===== config.mk =====
export PLATFORM = sky130hd
export DESIGN_NAME = pdseq_ctrl
export DESIGN_NICKNAME = d
export VERILOG_FILES = /design/src/rtl/pdseq_pkg.sv /design/src/rtl/pdseq_det_timer.sv /design/src/rtl/pdseq_pairset.sv /design/src/rtl/pdseq_sec_gate.sv /design/src/rtl/pdseq_ctrl.sv
export SDC_FILE = /design/constraint.sdc
export NUM_CORES = 1
export LEC_CHECK = 0
export BUFFER_PORTS_ARGS = -buffer_cell sky130_fd_sc_hd__buf_2
export CORE_ASPECT_RATIO = 1.5
export CORE_MARGIN = 8
export CORE_UTILIZATION = 32
export DETAILED_ROUTE_END_ITERATION = 7
export PLACE_DENSITY = 0.45
export SLEW_MARGIN = 40
export SYNTH_ARGS = -nofsm -noshare
export SYNTH_HDL_FRONTEND = slang
export SYNTH_HIERARCHICAL = 1
export SYNTH_SLANG_ARGS = --single-unit

===== constraint.sdc =====
create_clock -name clk -period 6.2 [get_ports clk]
set_input_delay 0.93 -clock clk [delete_from_list [all_inputs] [get_ports clk]]
set_output_delay 0.93 -clock clk [all_outputs]
set_load 0.01 [all_outputs]

===== src/rtl/pdseq_pkg.sv =====
package pdseq_pkg;

   typedef enum logic [3:0] {
      PS_IDLE, PS_CC_GO, PS_CC, PS_DET_GO, PS_DET, PS_VALID,
      PS_CLS_GO, PS_CLS, PS_PWR_GO, PS_PWR_WAIT, PS_ON
   } ps_state_t;

   typedef enum logic [1:0] {GT_ENTRY, GT_IDLE, GT_OPEN} gate_state_t;

   localparam logic [1:0] MODE_CC   = 2'd0;
   localparam logic [1:0] MODE_FREE = 2'd1;
   localparam logic [1:0] MODE_STAG = 2'd2;
   localparam logic [1:0] MODE_PWRD = 2'd3;

endpackage


===== src/rtl/pdseq_det_timer.sv =====
module pdseq_det_timer #(
   parameter int LIMIT = 32
) (
   input  logic clk,
   input  logic run,
   output logic expired
);
   localparam int CW = $clog2(LIMIT + 1);

   logic [CW-1:0] cnt_q;

   always_ff @(posedge clk) begin
      if (!run) cnt_q <= '0;
      else      cnt_q <= cnt_q + 1'b1;
   end

   assign expired = run && (cnt_q == CW'(LIMIT - 1));
endmodule


===== src/rtl/pdseq_pairset.sv =====
module pdseq_pairset
   import pdseq_pkg::*;
#(
   parameter int DET_CYC = 32
) (
   input  logic      clk,
   input  logic      clear,
   input  logic      go,
   input  logic      use_cc,
   input  logic      allow_cls,
   input  logic      cc_done,
   input  logic      det_done,
   input  logic      det_ok,
   input  logic      cls_done,
   input  logic      pwr_fb,
   output ps_state_t state_o
);
   ps_state_t st_q, st_d;
   logic      tmo;

   pdseq_det_timer #(.LIMIT(DET_CYC)) u_tmr (
      .clk     (clk),
      .run     (st_q == PS_DET),
      .expired (tmo)
   );

   always_comb begin
      st_d = st_q;
      case (st_q)
         PS_IDLE:     if (go) st_d = use_cc ? PS_CC_GO : PS_DET_GO;
         PS_CC_GO:    st_d = PS_CC;
         PS_CC:       if (cc_done) st_d = PS_DET_GO;
         PS_DET_GO:   st_d = PS_DET;
         PS_DET: begin
            if (det_done)  st_d = det_ok ? PS_VALID : PS_IDLE;
            else if (tmo)  st_d = PS_IDLE;
         end
         PS_VALID:    if (allow_cls) st_d = PS_CLS_GO;
         PS_CLS_GO:   st_d = PS_CLS;
         PS_CLS:      if (cls_done) st_d = PS_PWR_GO;
         PS_PWR_GO:   st_d = PS_PWR_WAIT;
         PS_PWR_WAIT: if (pwr_fb) st_d = PS_ON;
         PS_ON:       st_d = PS_ON;
         default:     st_d = PS_IDLE;
      endcase
   end

   always_ff @(posedge clk) begin
      if (clear) st_q <= PS_IDLE;
      else       st_q <= st_d;
   end

   assign state_o = st_q;
endmodule


===== src/rtl/pdseq_sec_gate.sv =====
module pdseq_sec_gate
   import pdseq_pkg::*;
(
   input  logic       clk,
   input  logic       clear,
   input  logic [1:0] seq_mode,
   input  logic       dual_sig,
   input  ps_state_t  pri_st,
   output logic       go
);
   gate_state_t g_q, g_d;
   logic        was_det_q;
   logic        pri_det, pri_in_det, pri_past, det_over;

   assign pri_det    = (pri_st == PS_DET);
   assign pri_in_det = pri_det || (pri_st == PS_DET_GO);
   assign pri_past   = pri_st inside {PS_VALID, PS_CLS_GO, PS_CLS,
                                      PS_PWR_GO, PS_PWR_WAIT, PS_ON};
   assign det_over   = was_det_q && !pri_det;

   always_comb begin
      g_d = g_q;
      case (g_q)
         GT_ENTRY: begin
            if (seq_mode == MODE_FREE)                    g_d = GT_OPEN;
            else if (seq_mode == MODE_CC && dual_sig) begin
               if (pri_in_det)                            g_d = GT_OPEN;
            end
            else if (det_over)                            g_d = GT_IDLE;
         end
         GT_IDLE: begin
            if (seq_mode == MODE_PWRD) begin
               if (pri_st == PS_ON) g_d = GT_OPEN;
            end
            else if (pri_past)      g_d = GT_OPEN;
         end
         GT_OPEN:  g_d = GT_OPEN;
         default:  g_d = GT_ENTRY;
      endcase
   end

   always_ff @(posedge clk) begin
      if (clear) begin
         g_q       <= GT_ENTRY;
         was_det_q <= 1'b0;
      end else begin
         g_q       <= g_d;
         was_det_q <= pri_det;
      end
   end

   assign go = (g_q == GT_OPEN);
endmodule


===== src/rtl/pdseq_ctrl.sv =====
module pdseq_ctrl
   import pdseq_pkg::*;
#(
   parameter int DET_CYC = 32
) (
   input  logic       clk,
   input  logic       rst,
   input  logic [1:0] seq_mode,
   input  logic       dual_sig,
   input  logic       host_pwr_on,
   input  logic       cc_done,
   input  logic       det_done_pri,
   input  logic       det_ok_pri,
   input  logic       det_done_sec,
   input  logic       det_ok_sec,
   input  logic       cls_done_pri,
   input  logic       cls_done_sec,
   input  logic       pri_powered,
   output logic       cc_start,
   output logic       det_start_pri,
   output logic       det_start_sec,
   output logic       cls_start_pri,
   output logic       cls_start_sec,
   output logic       pwr_start_pri,
   output logic       pwr_start_sec
);
   localparam int NPAIR = 2;

   if (DET_CYC < 2) begin : g_bad_det_cyc
      $error("pdseq_ctrl: DET_CYC must be at least 2");
   end

   ps_state_t        st_q [NPAIR];
   ps_state_t        pri_st, sec_st;
   logic             lost, kill, host_req, sec_go;
   logic [NPAIR-1:0] go_v, usecc_v, ccd_v, dd_v, dok_v, cd_v, fb_v;

   assign dd_v  = {det_done_sec, det_done_pri};
   assign dok_v = {det_ok_sec,   det_ok_pri};
   assign cd_v  = {cls_done_sec, cls_done_pri};

   for (genvar p = 0; p < NPAIR; p++) begin : g_pair
      if (p == 0) begin : g_pri
         assign go_v[p]    = 1'b1;
         assign usecc_v[p] = (seq_mode == MODE_CC);
         assign ccd_v[p]   = cc_done;
         assign fb_v[p]    = pri_powered;
      end else begin : g_sec
         assign go_v[p]    = sec_go;
         assign usecc_v[p] = 1'b0;
         assign ccd_v[p]   = 1'b0;
         assign fb_v[p]    = 1'b1;
      end

      pdseq_pairset #(.DET_CYC(DET_CYC)) u_ps (
         .clk       (clk),
         .clear     (kill),
         .go        (go_v[p]),
         .use_cc    (usecc_v[p]),
         .allow_cls (host_req),
         .cc_done   (ccd_v[p]),
         .det_done  (dd_v[p]),
         .det_ok    (dok_v[p]),
         .cls_done  (cd_v[p]),
         .pwr_fb    (fb_v[p]),
         .state_o   (st_q[p])
      );
   end

   assign pri_st = st_q[0];
   assign sec_st = st_q[1];

   pdseq_sec_gate u_gate (
      .clk      (clk),
      .clear    (kill),
      .seq_mode (seq_mode),
      .dual_sig (dual_sig),
      .pri_st   (pri_st),
      .go       (sec_go)
   );

   assign lost = (pri_st == PS_ON) && !pri_powered;
   assign kill = rst || lost;

   always_ff @(posedge clk) begin
      if (kill)             host_req <= 1'b0;
      else if (host_pwr_on) host_req <= 1'b1;
   end

   assign cc_start      = (pri_st == PS_CC_GO);
   assign det_start_pri = (pri_st == PS_DET_GO);
   assign det_start_sec = (sec_st == PS_DET_GO);
   assign cls_start_pri = (pri_st == PS_CLS_GO);
   assign cls_start_sec = (sec_st == PS_CLS_GO);
   assign pwr_start_pri = (pri_st == PS_PWR_GO);
   assign pwr_start_sec = (sec_st == PS_PWR_GO);
endmodule


==> flow_results.org, run 1 <==
** Clock tree
- Number of gates resized after cts :: 0
- Buffers inserted during post-CTS setup optimization :: 0
- TritonCTS built the clock tree.
- In this run the number of H-tree levels came out at 1.
- Total CTS buffers :: 3
- Clock sink total :: 24
- After clock tree synthesis, the flow added hold-fix buffers numbering 0.
- Worst-skew pair later-pin latency :: 0.27 ns
- Clock edge transition at the registers on the reported setup and hold paths :: 0.09 ns
- Clock root buffer :: sky130_fd_sc_hd__clkbuf_8
- The clock passes through at most 2 buffers.

** Power and ir drop
- Total power after layout :: 605.9 uW
- For this design the static power due to leakage is 0.6976 nW.
- Dividing total power by cell area gives a power density of 331.5 nW/um^2.
- VDD sags by at most 0.1818 mV.

** Worst setup path
- Crit path to :: g_pair[0].u_ps/state_o[1]
- The number of cells on the worst reg-to-reg path is 7.
- Required time at the worst-slack endpoint :: 6.40 ns
- Type of destination of the critical path :: flip-flop
- End of the worst register-to-register path :: g_pair[0].u_ps/state_o[1]
- The largest single stage delay on the critical path is 0.77 ns.
- Maximum fanout encountered on the critical timing path :: 25
- Crit-path cells :: nor4b_2, nand2b_1, nor3_1, nor2_1, a22o_2, a311oi_2, mux2i_1
- Number of buffers and inverters on the critical path :: 0
- In this run the worst setup path begins at g_pair[0].u_ps/state_o[2].
- Instance count on the critical path :: 7
- For the worst setup path, the data arrival time is 2.90 ns.
- Worst R2R Setup Slack :: 3.51 ns
- Top Family by Delay on Critical Path :: simple AND/OR/NAND/NOR gates
- Category of the most critical setup path :: reg -> reg
- Reg-to-reg critical path startpoint :: g_pair[0].u_ps/state_o[2]
- The largest individual stage delay along the critical path comes from the cell sky130_fd_sc_hd__dfxtp_1.
- CP startpoint kind :: flip-flop

** STA
- Final worst path period share :: 0.4346
- The clock arrives with 0.004015 ns of skew.
- Counting I/O delays and the setup requirement, the final critical path takes 2.695 ns.
- Worst-margin pin slew :: 0.6989 ns
- Final Hold Violating Endpoints :: 0
- Static timing analysis puts the maximum clock frequency at 371.1 MHz.
- Worst slew margin relative to its limit :: 0.5335
- Fin. max-slew vios :: 0
- Setup violations remaining at the end of the flow were counted as 0.
- Post-Route Setup TNS :: 0 ns
- Setup repair after global routing left no endpoint under its margin.

** Routing
- Detailed Routing Iterations Pass 1 :: 4
- The count of nets left with antenna violations once routing finished came out at 0.
- Using the TritonRoute via totals, the vias-per-cell ratio works out to 5.141.
- In this run the top signal layer used is met4.
- Met2 Wirelength :: 1801 um
- Detailed routing placed a total of 128 um of wire on met3.
- For this block, wires on met1 add up to 1607 um.
- The first routing iteration left 101 violations.
- Across all layers, the routed design uses 1388 vias.
- Final routed wirelength across all metal layers :: 3602 um
- Routed len/inst :: 13.34 um
- DRC violations left :: 0

** Logic synthesis
- Post-synth EDFFs :: 0
- Synthesis produced 185 cells.
- Post-synthesis async set-or-reset flop share :: 0
- Total of warnings raised by yosys :: 6
- Number of unique standard cell types used by synthesis :: 47
- Synthesis inferred 24 register bits.
- Post-synth top cells :: 24 x sky130_fd_sc_hd__dfxtp_1, 15 x sky130_fd_sc_hd__nor2_1, 11 x sky130_fd_sc_hd__inv_1
- Among all flip-flop cells after synthesis, the most frequent one is sky130_fd_sc_hd__dfxtp_1.
- Fraction of synthesized cell area taken by the top area cell type :: 0.3000
- A synthesized cell averages 8.657 um^2.
- Cell area after synthesis :: 1602 um^2
- Yosys attributes the largest share of cell area to sky130_fd_sc_hd__dfxtp_1 30%, sky130_fd_sc_hd__ha_1 4.7%, sky130_fd_sc_hd__mux2i_1 3.8%.
- Cell with the most instances after synthesis :: sky130_fd_sc_hd__dfxtp_1
- Post-synthesis cell type with the largest combined area :: sky130_fd_sc_hd__dfxtp_1
- Portion of the post-synthesis area used by sequential elements :: 0.3000

** Finish
- Fraction of final layout cells with drive strength greater than 1 :: 0.1912
- Relative to the synthesized area, the layout overhead comes to 14.14%.
- In the final design database the tool counted 225 nets.
- The number of antenna diodes in the final layout is 0.

** Worst hold path
- Hold Path Origin :: g_pair[1].u_ps/u_tmr/cnt_q[0]
- Path class of the lowest-slack min-delay path :: reg -> reg
- Counting instances, the worst hold path has a depth of 1.

** Die
- Overall die height :: 102.6 um
- Pin placement for this block handled 21 I/O pins.
- Row count :: 31
- For this configuration, the core starts out at a cell density of 0.3330.
- Width of the die :: 73.76 um
- Core region area :: 4810 um^2
- The die covers 7571 um^2.

** Place
- Routability cong. :: 0.6961
- During placement, the flow inserted port buffers numbering 20.
- Once detailed placement completed, the half-perimeter wirelength came to 2655 um.

** Global route
- Number of antenna violations at the first check in global routing :: 0
- The first global-routing pass estimated 6113 um of wire.
- The via count of the first global-routing pass came to 1344.
- For this run the aggregate overflow at the end of global routing stands at 0.
- Maximum number of pins on one net before global-route repair :: 26
- Overall routing resource usage :: 0.1021

** Job
- Max-cap violations in this run came to 0.

** Status
- The run finished with clean final reports.
-- logic make-up (layout without fill, tap and decap cells) --
group,after synthesis,count (layout),share of synthesized area
compound gates,44,44,0.2008
simple gates,78,78,0.3172
xor+xnor,6,6,0.03281
other cells,2,4,0.004689
flops,24,24,0.3000
mux,6,6,0.03750
buf+inv,19,36,0.06015
fa+ha+maj,6,6,0.04687
-- placed cells by master, fill, tap and decap left out, types with 5 or more instances in the layout --
cell type                  instances
sky130_fd_sc_hd__mux2i_1           6
sky130_fd_sc_hd__inv_1            11
sky130_fd_sc_hd__nor2_1           15
sky130_fd_sc_hd__nand3_1           6
sky130_fd_sc_hd__nor2b_1           5
sky130_fd_sc_hd__a21oi_1          10
sky130_fd_sc_hd__ha_1              6
sky130_fd_sc_hd__o211ai_1          5
sky130_fd_sc_hd__nand2b_1          6
sky130_fd_sc_hd__buf_2            20
sky130_fd_sc_hd__nor3_1            6
sky130_fd_sc_hd__dfxtp_1          24
sky130_fd_sc_hd__and2_1            9
sky130_fd_sc_hd__o21ai_0           7
-- state kept, by name (all words and copies together) (netlist names) --
name	flops
g_pair.u_ps/state_o	8
g_pair.u_ps/u_tmr/cnt_q	12
host_req	1
u_gate/g_q	2
u_gate/was_det_q	1
-- layout make-up --
class / instances / area (um^2)
Fill cell: 527 / 2982
Multi-Input combinational cell: 144 / 1045
Sequential cell: 24 / 480.5
Timing Repair Buffer: 21 / 107.6
Tap cell: 66 / 82.58
Clock buffer: 3 / 41.29
Inverter: 11 / 41.29
Clock inverter: 1 / 30.03
-- stage by stage --
step                      cell area (um^2)  utilization  hold slack, ns  std cells  worst slack (ns)
after floorplan                       1609            -          0.4356        187             3.794
after global placement                1744       0.3626          0.4494        266             3.365
after detailed placement              1757       0.3652          0.4569        266             3.527
after CTS                             1828       0.3801          0.4800        270             3.468
after global routing                  1828       0.3801          0.5072        270             3.138
final                                 1828       0.3801          0.4715        270             3.505
-- how the worst min path moves through the flow --
stage                     slack [ns]                       endpoint
after floorplan                 0.44  g_pair[0].u_ps/u_tmr/cnt_q[0]
after global placement          0.45  g_pair[0].u_ps/u_tmr/cnt_q[0]
after detailed placement        0.46  g_pair[1].u_ps/u_tmr/cnt_q[0]
after CTS                       0.48  g_pair[1].u_ps/u_tmr/cnt_q[0]
after global routing            0.51  g_pair[1].u_ps/u_tmr/cnt_q[0]
final                           0.47  g_pair[1].u_ps/u_tmr/cnt_q[0]
-- metal layers --
layer | GRT usage | up-vias
met5 | 0 | -
met4 | 0.04637 | 0
met3 | 0.02240 | 5
met2 | 0.1753 | 23
met1 | 0.1163 | 651
li1 | - | 709
-- power by group --
group	switching, mW	total [mW]	internal [mW]
clock	0.0537	0.140	0.0864
combinational	0.106	0.222	0.116
sequential	0.0686	0.244	0.175
total	0.228	0.606	0.378
Power figures use the tool's default switching activity.
==> run 2, diff against run 1 <==
- ABC_AREA: default -> 1
- PLACE_DENSITY: 0.45 -> 0.47
- clock period: 6.2 -> 2.3 ns (I/O delays scaled with it)
==> run 2 against run 1 <==
Against the previous run:
- core utilization down 0.18 points
- first-iteration DRC count is 34% lower
- worst hold slack worse by 0.15 ns
- fmax grew 38%
- critical path depth increased by 5
- global-route usage shrank 0.38 points
- sequential power rose to 2.6 times the previous value
- via count rose by 24%
- design area rose by 11%
- clock skew increased by 0.0082 ns
- setup slack got worse by 3.2 ns
- critical endpoint is now g_pair[0].u_ps/state_o[3]
==> flow_results.org, run 2 <==
** Finish
- # fillers :: 605 (+15%)
- Count of inserted antenna diode cells :: 0 (unchanged)
- Final Instance Count excl. Fillers :: 390 (+44%)
- Most common cell after layout, fill and taps aside :: sky130_fd_sc_hd__nand2_1
- The register with the most flip-flops in the final layout is g_pair.u_ps/u_tmr/cnt_q.
- The share of post-route cells with drive strength above 1 came to 0.2125 (+0.02132).
- Most used cells in the layout excluding fill and tap cells :: 77 x sky130_fd_sc_hd__nand2_1, 45 x sky130_fd_sc_hd__nor2_1, 37 x sky130_fd_sc_hd__inv_1
- Area growth from synthesis to layout :: 16.59%
- The flip-flop count of the largest register after layout was 12 (unchanged).
- The final-stage net count is 341 (+52%).

** Global route
- Total grt overflow :: 0 (unchanged)
- The via count of the first global-routing pass is 1661 (+24%).
- The global routing usage summed across all routing layers was 0.09837 (-0.003757).
- The initial antenna violation count is 0 (unchanged).
- The wire length of the first global-routing pass was 6755 um (+11%).
- Maximum number of pins on one net before global-route repair :: 15 (-42%)

** Worst setup path
- Type of destination of the critical path :: flip-flop
- The required time at the worst-slack endpoint was 2.46 ns (-3.94 ns).
- Top Family by Delay on Critical Path :: simple AND/OR/NAND/NOR gates
- Category of the most critical setup path :: reg -> reg
- Data arrival, critical path :: 2.12 ns (-0.78 ns)
- The number of buffer and inverter stages on the critical path came to 3 (+3).
- The signal on the critical path passes through inv_2, nand2_1, nor2_1, inv_1, nor4_1, nor2_1, nand3_1, nand2_1, inv_2, nand3_4, nor2_1, nor2_2.
- Worst R2R Setup Slack :: 0.34 ns (-3.16 ns)
- Maximum fanout encountered on the critical timing path :: 11 (-56%)
- By instance count, the cell type seen most on the critical path is sky130_fd_sc_hd__nor2_1.
- Cell with the biggest individual delay on the critical path :: sky130_fd_sc_hd__dfxtp_1
- The worst stage delay on the critical path is 0.46 ns (-0.31 ns).
- The worst setup path is launched from a flip-flop.
- Cell count of the worst reg-to-reg path :: 12 (+5)
- The number of cells on the critical path is 12 (+5).

** STA
- Setup violations, final :: 0 (unchanged)
- Clock period minus worst slack :: 1.957 ns (-0.7378 ns)
- The final count of pins violating max slew was 0 (unchanged).
- Final-layout worst hold slack :: 0.3221 ns (-0.1494 ns)
- Final Hold Violating Endpoints :: 0 (unchanged)
- The highest clock rate is 511.1 MHz (+38%).
- The clock skew after layout came to 0.01220 ns (+0.008180 ns).
- RSZ-0062 raised after global routing :: no
- Final worst path period share :: 0.8508 (+0.4162)
- Post-Route Setup TNS :: 0 ns (unchanged)

** Place
- The total instance count after detailed placement is 386 (+45%).
- The estimated wirelength of the detail-placed design came to 3263 um (+23%).
- Routability cong. :: 0.8099 (+16%)
- Port Buffers :: 20 (unchanged)

** Die
- Width of the die :: 76.24 um (+3.4%)
- The height of the die was 106.4 um (+3.6%).
- Row count :: 33 (+6.5%)
- The area of the die came to 8108 um^2 (+7.1%).
- The total core area came to 5368 um^2 (+12%).
- Boundary Pins :: 21 (unchanged)
- The effective utilization at floorplan was 0.3245 (-0.008511).

** Clock tree
- Clock tree from TritonCTS :: done
- Clock root buffer :: sky130_fd_sc_hd__clkbuf_8
- Number of gates resized after cts :: 0 (unchanged)
- The CTS H-tree depth is 1 (unchanged).
- Buffers inserted during post-CTS setup optimization :: 0 (unchanged)
- Number of hold buffers added after cts :: 0 (unchanged)
- The total number of clock tree sinks is 24 (unchanged).
- Worst-skew pair later-pin latency :: 0.27 ns (about the same)
- Clock tree buffer depth :: 2 (unchanged)
- Clock edge transition at the registers on the reported setup and hold paths :: 0.09 ns (about the same)
- Total CTS buffers :: 3 (unchanged)

** Routing
- Number of DRC markers in iteration 0 :: 67 (-34%)
- The count of antenna-violating nets left after detailed routing was 0 (unchanged).
- Detailed Routing Iterations Pass 1 :: 4 (unchanged)
- The met3 wirelength from detailed routing came to 98 um (-23%).
- The average wire per cell in the routed design is 10.02 um (-25%).
- DRC violations left :: 0 (unchanged)
- The routed metal-1 wirelength came to 1665 um (+3.6%).
- Signal routing reaches up to met4.
- The detailed-route via count is 1716 (+24%).
- Routed via count divided by cell count :: 4.400 (-14%)
- The detailed-routed wire length on met2 is 2048 um (+14%).
- Final routed wirelength across all metal layers :: 3908 um (+8.5%)

** Logic synthesis
- The post-synthesis cell type count is 23 (-51%).
- Post-synth EDFFs :: 0 (unchanged)
- Post-synth top cells :: 77 x sky130_fd_sc_hd__nand2_1, 45 x sky130_fd_sc_hd__nor2_1, 37 x sky130_fd_sc_hd__inv_1
- For this run, the leading register cell type out of synthesis is sky130_fd_sc_hd__dfxtp_1.
- The share of the yosys chip area belonging to registers is 0.2759 (-0.02414).
- Fraction of synthesized cell area taken by the top area cell type :: 0.2759 (-0.02414)
- Post-synthesis async set-or-reset flop share :: 0 (unchanged)
- The number of synthesized register bits was 24 (unchanged).
- The synthesized instance count is 291 (+57%).
- The count of warnings emitted by yosys was 6 (unchanged).
- Post-synthesis average cell area :: 5.985 um^2 (-31%)
- Largest cells by area after synthesis :: sky130_fd_sc_hd__dfxtp_1 28%, sky130_fd_sc_hd__nand2_1 17%, sky130_fd_sc_hd__nor2_1 9.7%
- Post-synthesis cell type with the largest combined area :: sky130_fd_sc_hd__dfxtp_1
- The mapped cell area was 1742 um^2 (+8.7%).
- In the post-synthesis netlist, the cell with the most instances is sky130_fd_sc_hd__nand2_1.

** Job
- Number of violations of the max-capacitance limit :: 0 (unchanged)

** Power and ir drop
- The maximum vdd ir drop came to 0.4919 mV (+170%).
- The leakage power figure came to 0.9809 nW (+41%).
- Pwr/cell area :: 1106 nW/um^2 (+230%)
- The overall power after layout is 2.247 mW (+270%).

** Status
- The flow ran to the end, and the final reports show no timing, DRC or antenna violations.

** Worst hold path
- Path class of the lowest-slack min-delay path :: in -> reg
- Number of stages on the worst hold path :: 3 (+2)
## run 2: cell types whose count changed in the layout (fill, tap and decap cells not counted), sizes merged, moves of 9 or more
cell	change
nor2	+47
and2	-9
inv	+37
nand2	+83
nand3	+14
## run 2: final timing paths
path / from / endpoint
setup / recovery: g_pair[0].u_ps/state_o[0] / g_pair[0].u_ps/state_o[3]
setup reg to reg: g_pair[0].u_ps/state_o[0] / g_pair[0].u_ps/state_o[3]
hold reg to reg: g_pair[1].u_ps/u_tmr/cnt_q[0] / g_pair[1].u_ps/u_tmr/cnt_q[0]
hold / removal: host_pwr_on / host_req
## run 2: worst min-delay path, stage by stage
cell,delay (ns)
sky130_fd_sc_hd__buf_2,0.09
sky130_fd_sc_hd__nor2_1,0.04
sky130_fd_sc_hd__nor2_2,0.08
## run 2: logic make-up (layout without fill, tap and decap cells)
family | count (synthesis) | count (layout) | synth area share
flops | 24 | 24 | 0.2759
simple gates | 183 | 183 | 0.4914
fa+ha+maj | 6 | 6 | 0.04310
compound gates | 22 | 22 | 0.06896
buf+inv | 54 | 81 | 0.1164
other cells | 2 | 4 | 0.004312
## run 2: cell type report
| class | count | area, um^2 | area share |
|---|---|---|---|
| Multi-Input combinational cell | 215 | 1066 | 0.5250 |
| Sequential cell | 24 | 480.5 | 0.2366 |
| Inverter | 54 | 202.7 | 0.09981 |
| Timing Repair Buffer | 23 | 122.6 | 0.06038 |
| Tap cell | 70 | 87.58 | 0.04313 |
| Clock buffer | 3 | 41.29 | 0.02033 |
| Clock inverter | 1 | 30.03 | 0.01479 |
## run 2: power breakdown
group | internal, mW | switching, mW
logic | 0.452 | 0.780
registers | 0.504 | 0.141
clock network | 0.233 | 0.137
total | 1.19 | 1.06
## run 2: per-stage QoR
| stage | worst slack [ns] | area (um^2) | util |
|---|---|---|---|
| after floorplan | 0.5834 | 1749 | - |
| after global placement | 0.4429 | 1959 | 0.3650 |
| after CTS | 0.3305 | 2031 | 0.3783 |
| after global routing | 0.1379 | 2031 | 0.3783 |
| after detailed placement | 0.3567 | 1959 | 0.3650 |
| final | 0.3432 | 2031 | 0.3783 |
## run 2: layer usage
| layer | vias up | track usage |
|---|---|---|
| met2 | 27 | 0.1911 |
| met1 | 736 | 0.09861 |
| met4 | 0 | 0.05110 |
| met5 | - | 0 |
| li1 | 947 | - |
| met3 | 6 | 0.01267 |
